`src/rtl/smi_evt_pkg.sv`:
```
package smi_evt_pkg;
   localparam int unsigned REG_W        = 32;
   localparam int unsigned BIT_SWTMR    = 6;
   localparam int unsigned BIT_PM1      = 8;
   localparam int unsigned BIT_GPE0     = 9;
   localparam int unsigned BIT_GPE1     = 10;
   localparam int unsigned BIT_UCON     = 11;
   localparam int unsigned BIT_DEVMON   = 12;
   localparam int unsigned NUM_STICKY   = 2;
   localparam int unsigned STK_UCON     = 0;
   localparam int unsigned STK_SWTMR    = 1;

   typedef logic [REG_W-1:0] reg_word_t;

   function automatic int unsigned sticky_pos(input int unsigned idx);
      return (idx == STK_UCON) ? BIT_UCON : BIT_SWTMR;
   endfunction
endpackage

```
`src/rtl/smi_port_hit.sv`:
```
module smi_port_hit #(
   parameter int unsigned          ADDR_W = 16,
   parameter logic [ADDR_W-1:0]    PORT_A = 'h62,
   parameter logic [ADDR_W-1:0]    PORT_B = 'h66
) (
   input  logic              acc_vld,
   input  logic [ADDR_W-1:0] acc_port,
   input  logic              dec_en,
   output logic              hit
);
   if (ADDR_W < 8) begin : g_bad_addr
      $error("smi_port_hit: ADDR_W must be at least 8");
   end

   logic match_a;
   logic match_b;

   assign match_a = (acc_port == PORT_A);
   assign match_b = (acc_port == PORT_B);
   assign hit     = acc_vld & dec_en & (match_a | match_b);
endmodule

```
`src/rtl/smi_sticky_bit.sv`:
```
module smi_sticky_bit (
   input  logic clk,
   input  logic rst_n,
   input  logic set_i,
   input  logic clr_i,
   output logic q_o
);
   logic q_next;

   // the set term is ORed in after the clear, so a collision leaves the bit at 1
   assign q_next = set_i | (q_o & ~clr_i);

   always_ff @(posedge clk or negedge rst_n) begin
      if (!rst_n) q_o <= 1'b0;
      else        q_o <= q_next;
   end
endmodule

```
`src/rtl/smi_masked_or.sv`:
```
module smi_masked_or #(
   parameter int unsigned   W         = 16,
   parameter logic [W-1:0]  INCL_MASK = '1,
   parameter bit            USE_GATE  = 1'b1
) (
   input  logic [W-1:0] sts,
   input  logic [W-1:0] en_a,
   input  logic [W-1:0] en_b,
   output logic         any_o
);
   if (W < 1) begin : g_bad_w
      $error("smi_masked_or: W must be nonzero");
   end

   logic [W-1:0] qual;

   if (USE_GATE) begin : g_gated
      assign qual = sts & en_a & en_b;
   end else begin : g_plain
      logic [W-1:0] unused_gate;
      assign unused_gate = en_a & en_b;
      assign qual        = sts | (unused_gate & '0);
   end

   assign any_o = |(qual & INCL_MASK);
endmodule

```
`src/rtl/smi_evt_status.sv`:
```
module smi_evt_status
   import smi_evt_pkg::*;
#(
   parameter int unsigned        ADDR_W        = 16,
   parameter int unsigned        GPE0_W        = 32,
   parameter int unsigned        PM1_W         = 16,
   parameter int unsigned        GPI_W         = 16,
   parameter logic [ADDR_W-1:0]  UCON_PORT_A   = 'h62,
   parameter logic [ADDR_W-1:0]  UCON_PORT_B   = 'h66,
   parameter logic [GPE0_W-1:0]  GPE0_SMI_MASK = 'h29D9,
   parameter logic [PM1_W-1:0]   PM1_SMI_MASK  = 'hFFCF
) (
   input  logic              clk,
   input  logic              rst_n,
   input  logic              io_acc_vld,
   input  logic [ADDR_W-1:0] io_acc_port,
   input  logic              ucon_dec_en,
   input  logic              reg_wr_en,
   input  logic [REG_W-1:0]  reg_wr_data,
   input  logic              swtmr_expire,
   input  logic              ucon_smi_en,
   input  logic              swtmr_smi_en,
   input  logic [GPE0_W-1:0] gpe0_sts,
   input  logic [GPE0_W-1:0] gpe0_en,
   input  logic [PM1_W-1:0]  pm1_sts,
   input  logic [GPI_W-1:0]  alt_gpi_sts,
   input  logic [GPI_W-1:0]  alt_gpi_en,
   input  logic [GPI_W-1:0]  alt_gpi_route,
   input  logic              devtrap_bit0,
   output logic [REG_W-1:0]  rd_data,
   output logic              smi_req
);
   if (GPE0_W < 14) begin : g_bad_gpe0
      $error("smi_evt_status: GPE0_W must cover bit 13");
   end
   if (PM1_W < 6) begin : g_bad_pm1
      $error("smi_evt_status: PM1_W must cover bits 5:4");
   end
   if (GPI_W < 1) begin : g_bad_gpi
      $error("smi_evt_status: GPI_W must be nonzero");
   end

   logic                  ucon_hit;
   logic [NUM_STICKY-1:0] stk_set;
   logic [NUM_STICKY-1:0] stk_clr;
   logic [NUM_STICKY-1:0] stk_q;
   logic [NUM_STICKY-1:0] stk_en;
   logic                  gpe1_any;
   logic                  gpe0_any;
   logic                  pm1_any;
   logic                  smi_next;

   smi_port_hit #(
      .ADDR_W (ADDR_W),
      .PORT_A (UCON_PORT_A),
      .PORT_B (UCON_PORT_B)
   ) u_port_hit (
      .acc_vld  (io_acc_vld),
      .acc_port (io_acc_port),
      .dec_en   (ucon_dec_en),
      .hit      (ucon_hit)
   );

   assign stk_set[STK_UCON]  = ucon_hit;
   assign stk_set[STK_SWTMR] = swtmr_expire;
   assign stk_en[STK_UCON]   = ucon_smi_en;
   assign stk_en[STK_SWTMR]  = swtmr_smi_en;

   for (genvar s = 0; s < NUM_STICKY; s++) begin : g_sticky
      localparam int unsigned POS = sticky_pos(s);
      assign stk_clr[s] = reg_wr_en & reg_wr_data[POS];
      smi_sticky_bit u_bit (
         .clk   (clk),
         .rst_n (rst_n),
         .set_i (stk_set[s]),
         .clr_i (stk_clr[s]),
         .q_o   (stk_q[s])
      );
   end

   smi_masked_or #(
      .W         (GPI_W),
      .INCL_MASK ({GPI_W{1'b1}}),
      .USE_GATE  (1'b1)
   ) u_gpe1_or (
      .sts   (alt_gpi_sts),
      .en_a  (alt_gpi_en),
      .en_b  (alt_gpi_route),
      .any_o (gpe1_any)
   );

   smi_masked_or #(
      .W         (GPE0_W),
      .INCL_MASK (GPE0_SMI_MASK),
      .USE_GATE  (1'b1)
   ) u_gpe0_or (
      .sts   (gpe0_sts),
      .en_a  (gpe0_en),
      .en_b  ({GPE0_W{1'b1}}),
      .any_o (gpe0_any)
   );

   smi_masked_or #(
      .W         (PM1_W),
      .INCL_MASK (PM1_SMI_MASK),
      .USE_GATE  (1'b0)
   ) u_pm1_or (
      .sts   (pm1_sts),
      .en_a  ({PM1_W{1'b1}}),
      .en_b  ({PM1_W{1'b1}}),
      .any_o (pm1_any)
   );

   always_comb begin
      rd_data             = '0;
      rd_data[BIT_UCON]   = stk_q[STK_UCON];
      rd_data[BIT_SWTMR]  = stk_q[STK_SWTMR];
      rd_data[BIT_GPE1]   = gpe1_any;
      rd_data[BIT_GPE0]   = gpe0_any;
      rd_data[BIT_PM1]    = pm1_any;
      rd_data[BIT_DEVMON] = devtrap_bit0;
   end

   assign smi_next = |(stk_q & stk_en);

   always_ff @(posedge clk or negedge rst_n) begin
      if (!rst_n) smi_req <= 1'b0;
      else        smi_req <= smi_next;
   end
endmodule

```
`config.mk`:
```
export PLATFORM = sky130hd
export DESIGN_NAME = smi_evt_status
export DESIGN_NICKNAME = d
export VERILOG_FILES = /design/src/rtl/smi_evt_pkg.sv /design/src/rtl/smi_port_hit.sv /design/src/rtl/smi_sticky_bit.sv /design/src/rtl/smi_masked_or.sv /design/src/rtl/smi_evt_status.sv
export SDC_FILE = /design/constraint.sdc
export NUM_CORES = 1
export LEC_CHECK = 0
export BUFFER_PORTS_ARGS = -buffer_cell sky130_fd_sc_hd__buf_2
export CAP_MARGIN = 20
export CORE_AREA = 10 10 76 78
export CTS_BUF_LIST = sky130_fd_sc_hd__clkbuf_8
export CTS_CLUSTER_DIAMETER = 40
export DETAILED_ROUTE_END_ITERATION = 16
export DIE_AREA = 0 0 86 88
export PLACE_DENSITY = 0.73
export SYNTH_ARGS = -nofsm -noshare
export SYNTH_HDL_FRONTEND = slang
export SYNTH_HIERARCHICAL = 1
export SYNTH_SLANG_ARGS = --single-unit
```
`constraint.sdc`:
```
create_clock -name clk -period 1.6 [get_ports clk]
set_input_delay 0.32 -clock clk [delete_from_list [all_inputs] [get_ports clk]]
set_output_delay 0.32 -clock clk [all_outputs]
set_load 0.03 [all_outputs]
```
# After elaboration in Yosys (flattened, before gate mapping)
# Cells that the tools add are included.
# op_classes
add_sub_neg	0
multipliers	0
div	0
n_lt_le_gt_ge	0
eq_ne	2
shift	0
muxes	0
bitwise_logic	15
n_reduce_logical	4
# op_table
operator	n
16-bit AND	2
16-bit by 7-bit == test with 1-bit output (second input constant)	2
16-bit OR reduction	1
14-bit AND	1
14-bit OR reduction	1
8-bit OR reduction	1
1-bit AND	6
1-bit OR	3
2-bit AND	1
1-bit NOT	2
2-bit OR reduction	1
# word_totals
regBits	3
latchBits	0
ram_bits	0
rom_bits	0
inputBits	185
out_inout_bits	33
word_cells	24
n_memories	0

# Longest topological paths before layout
# logic_depth
word_depth	4
ltp_mapped	5
depth_no_buf	4

# Hierarchy
# Netlist, hierarchy kept.
# modules_own_cells
module	n_inst	cells_each	area_each_um2	seq_area_each_um2
smi_evt_status	1	36	279.0	25.0
smi_masked_or at u_gpe1_or	1	21	113.9	0.0
smi_sticky_bit	2	3	36.3	25.0
smi_port_hit	1	6	65.1	0.0
smi_masked_or at u_gpe0_or	1	10	63.8	0.0
smi_masked_or at u_pm1_or	1	5	28.8	0.0

# Least setup slack after synthesis
# OpenSTA, ideal clock, no wires.
# synth_path
path_type	in2out
start	input alt_gpi_route[13]
end	output rd_data[10]
t_arrival_ns	1.355
required_ns	1.280
slack_ns	-0.075
stages	5
path_buffers	1
path_cell_list	and3_1 > a31oi_1 > nand3_1 > or4_1 > buf_4
# synth_between
elab_chain_len	2
# synth_lines
element	line_no	rtl
start, declared	smi_evt_status.sv:28	input logic [GPI_W-1:0] alt_gpi_route,
16-bit AND	smi_masked_or.sv:18	assign qual = sts & en_a & en_b;
16-bit OR reduction	smi_masked_or.sv:25	assign any_o = |(qual & INCL_MASK);
end, declared	smi_evt_status.sv:30	output logic [REG_W-1:0] rd_data,
# No other way between the ends.

# Worst setup path in the final report
# Same ends and word-level chain as after synthesis.

==> out/qor.csv <==
stage,metric,value,unit
outcome,outcome,finished with violations,
outcome,failing checks,setup timing,
global_route,met2 Use GR,0.156,
worst_setup_path,Startpoint Class,primary input,
die,Starting Density,0.145,
detailed_routing,Initial DRC Count,1,
yosys,post-synthesis sequential area ratio,0.120,
min_path,min-delay src,swtmr_expire,
clock_network,Max clock buf depth,2,
worst_setup_path,Crit Path Max Fanout,1,
clock_network,clock sink total,3,
global_route,gr usage total,0.0852,
global_route,maximum number of pins on one net before global-route repair,4,
finish,ant diodes,0,
finish,"Net count, final",385,
finish,most frequent cells in the layout,"buf_2 (106), conb_1 (34), nand3_1 (19), nand4_1 (5)",
min_path,HP Class,in -> reg,
worst_setup_path,Crit Path Class,in -> out,
global_route,GR Overflow Total,0,
finish,share of cells above drive strength 1,0.598,
yosys,synthesis warning total,6,
power_and_ir_drop,worst vdd ir,0.655,mV
global_route,first-pass GRT wire length,5.24,mm
worst_setup_path,worst flop-to-flop path endpoint,smi_req,
die,num rows,24,
clock_network,CTS tree,built,
power_and_ir_drop,Leak,0.717,nW
die,core area,4290,um^2
sta,Fin Setup TNS,-0.0711,ns
yosys,Syn Inst Count,84,
die,height of the die,88,um
sta,Final WS setup,-0.0711,ns
flow_run,max_cap viols,0,
sta,Peak Freq,0.598,GHz
sta,endpoints failing hold,0,
worst_setup_path,FF-to-FF path depth,1,
sta,endpoints failing setup,1,
worst_setup_path,Worst EP arrival,1.35,ns
detailed_routing,DRT Pass-1 Iters,2,
worst_setup_path,Reg2Reg Setup Slack,0.87,ns
finish,"commonest non-fill, non-tap cell in the layout",buf_2,
detailed_routing,via/cell ratio,3.91,
detailed_routing,vias,981,
die,Die Area,7570,um^2
worst_setup_path,Crit path required time,1.28,ns
min_path,Hold Path Sink,g_sticky[1].u_bit/q_o,
yosys,Synth cell types,20,
clock_network,post-CTS setup buffers,0,
global_route,Global Route met3 Usage,0.0650,
global_route,vias in the first global route,1130,
global_route,Top Usage Layer GRT,met2,
power_and_ir_drop,cell area power density,492,nW/um^2
placement,IO Port Bufs,108,
sta,min cycle time layout,1.67,ns
placement,GP Congestion,0.783,
finish,Layout Area Growth over Synthesis,93.6,%
worst_setup_path,Setup crit end kind,output pin,
clock_network,H-Tree Depth,1,
clock_network,Worst-path clk slew,0.03,ns
die,Die Span X,86,um
power_and_ir_drop,Tot Pwr,0.594,mW
placement,post-place setup slack,-0.131,ns
yosys,Syn Area/Cell,7.42,um^2
die,I/O pin cnt,218,
sta,clock skew,0.00419,ns
sta,Hold WS,0.292,ns
placement,dpl hpwl,3.43,mm
min_path,Min-Delay Path Depth,2,
global_route,antenna violations before repair,0,
yosys,"FF+latch count, synth",3,
detailed_routing,Post-route DRC,0,
detailed_routing,Final ANT Viol Nets,0,
sta,Final period util,1.04,
yosys,cell area after synthesis,623,um^2
detailed_routing,Routed WL,3.64,mm
global_route,met1 Use GR,0.0709,
clock_network,Num CTS Buffers,3,
sta,final-report max-slew violation count,0,
sta,setup repair after global routing missed its margin,true,
clock_network,Root Buffer,clkbuf_8,
worst_setup_path,RR Startpoint,g_sticky[0].u_bit/q_o,
clock_network,clock latency at the later pin of the worst-skew pair,0.22,ns
detailed_routing,DR WL/cell,14.5,um
critical path, cell delays in order:
cell and delay (ns):
buf_6 0.09, and3_4 0.16, a31oi_2 0.13, nand3_1 0.08, or4_4 0.42, buf_6 0.15
logic make-up after synthesis:
kind of cell,synth area share
AOI/OAI and AO/OA,0.0823
other,0.0121
buffers and inverters,0.374
DFF,0.120
and+or+nand+nor,0.412
how the worst max path moves through the flow:
| stage | startpoint | endpoint | slack [ns] | cells after the start |
|---|---|---|---|---|
| floorplan | alt_gpi_route[13] | rd_data[10] | 0.04 | 5 |
| global placement | alt_gpi_route[13] | rd_data[10] | -0.12 | 6 |
| detailed placement | alt_gpi_route[13] | rd_data[10] | -0.13 | 6 |
| CTS | alt_gpi_route[13] | rd_data[10] | -0.09 | 6 |
| global route | alt_gpi_route[13] | rd_data[10] | -0.12 | 6 |
| finish | alt_gpi_route[13] | rd_data[10] | -0.07 | 6 |
state kept, by name (all words and copies together) (netlist names):
signal              flops
g_sticky.u_bit/q_o      2
smi_req                 1
final cells by class:
cell class                 instances  area (um^2)
clock buffer                       3         41.3
clock inverter                     1         3.75
fill                             476         3090
inverter                           2         7.51
multi-input combinational         81          450
sequential                         3         75.1
tap                               52         65.1
timing repair buffer             109          563
through the flow:
stage	util	cell area, um^2	instances
final	0.281	1210	251
after global routing	0.281	1210	251
after CTS	0.279	1200	251
after detailed placement	0.262	1120	246
after global placement	0.262	1120	246
after floorplan	-	747	116
per-layer routing:
metal	vias up	part of all wire
met5	-	0
met4	0	0.0082
met3	2	0.20
met2	112	0.45
met1	393	0.34
li1	474	-
Yosys cell counts:
| cell | n | share of area |
|---|---|---|
| nor4b_2 | 1 | 0.024 |
| inv_1 | 2 | 0.012 |
| dfrtp_1 | 3 | 0.12 |
| or4_1 | 1 | 0.012 |
| conb_1 | 2 | 0.012 |
| nand2_1 | 2 | 0.012 |
| nor4_2 | 2 | 0.040 |
| a21o_1 | 2 | 0.024 |
| and3_1 | 3 | 0.030 |
| a22o_1 | 1 | 0.014 |
| nand4b_1 | 1 | 0.014 |
| buf_4 | 30 | 0.36 |
| nor4_1 | 3 | 0.030 |
| and4bb_2 | 1 | 0.020 |
| a31oi_1 | 2 | 0.020 |
| nand3_1 | 19 | 0.15 |
| a311oi_2 | 1 | 0.024 |
| and2_1 | 2 | 0.020 |
| nand4_1 | 5 | 0.050 |
| nor2_1 | 1 | 0.0060 |
where the power goes:
part           switching (mW)  internal [mW]  total (mW)  leakage (nW)
combinational           0.166          0.126       0.292         0.654
clock                  0.0567          0.164       0.221        0.0269
sequential            0.00189         0.0799      0.0818        0.0362
total                   0.224          0.370       0.594         0.717
repair_timing:
action,in CTS,in global routing
hold endpoints to repair,3,0
setup endpoints to repair,1,1
gates resized for setup,5,1
pin swaps,1,0
hold buffers,1,0
No activity file was read; power rests on OpenSTA's default activity.
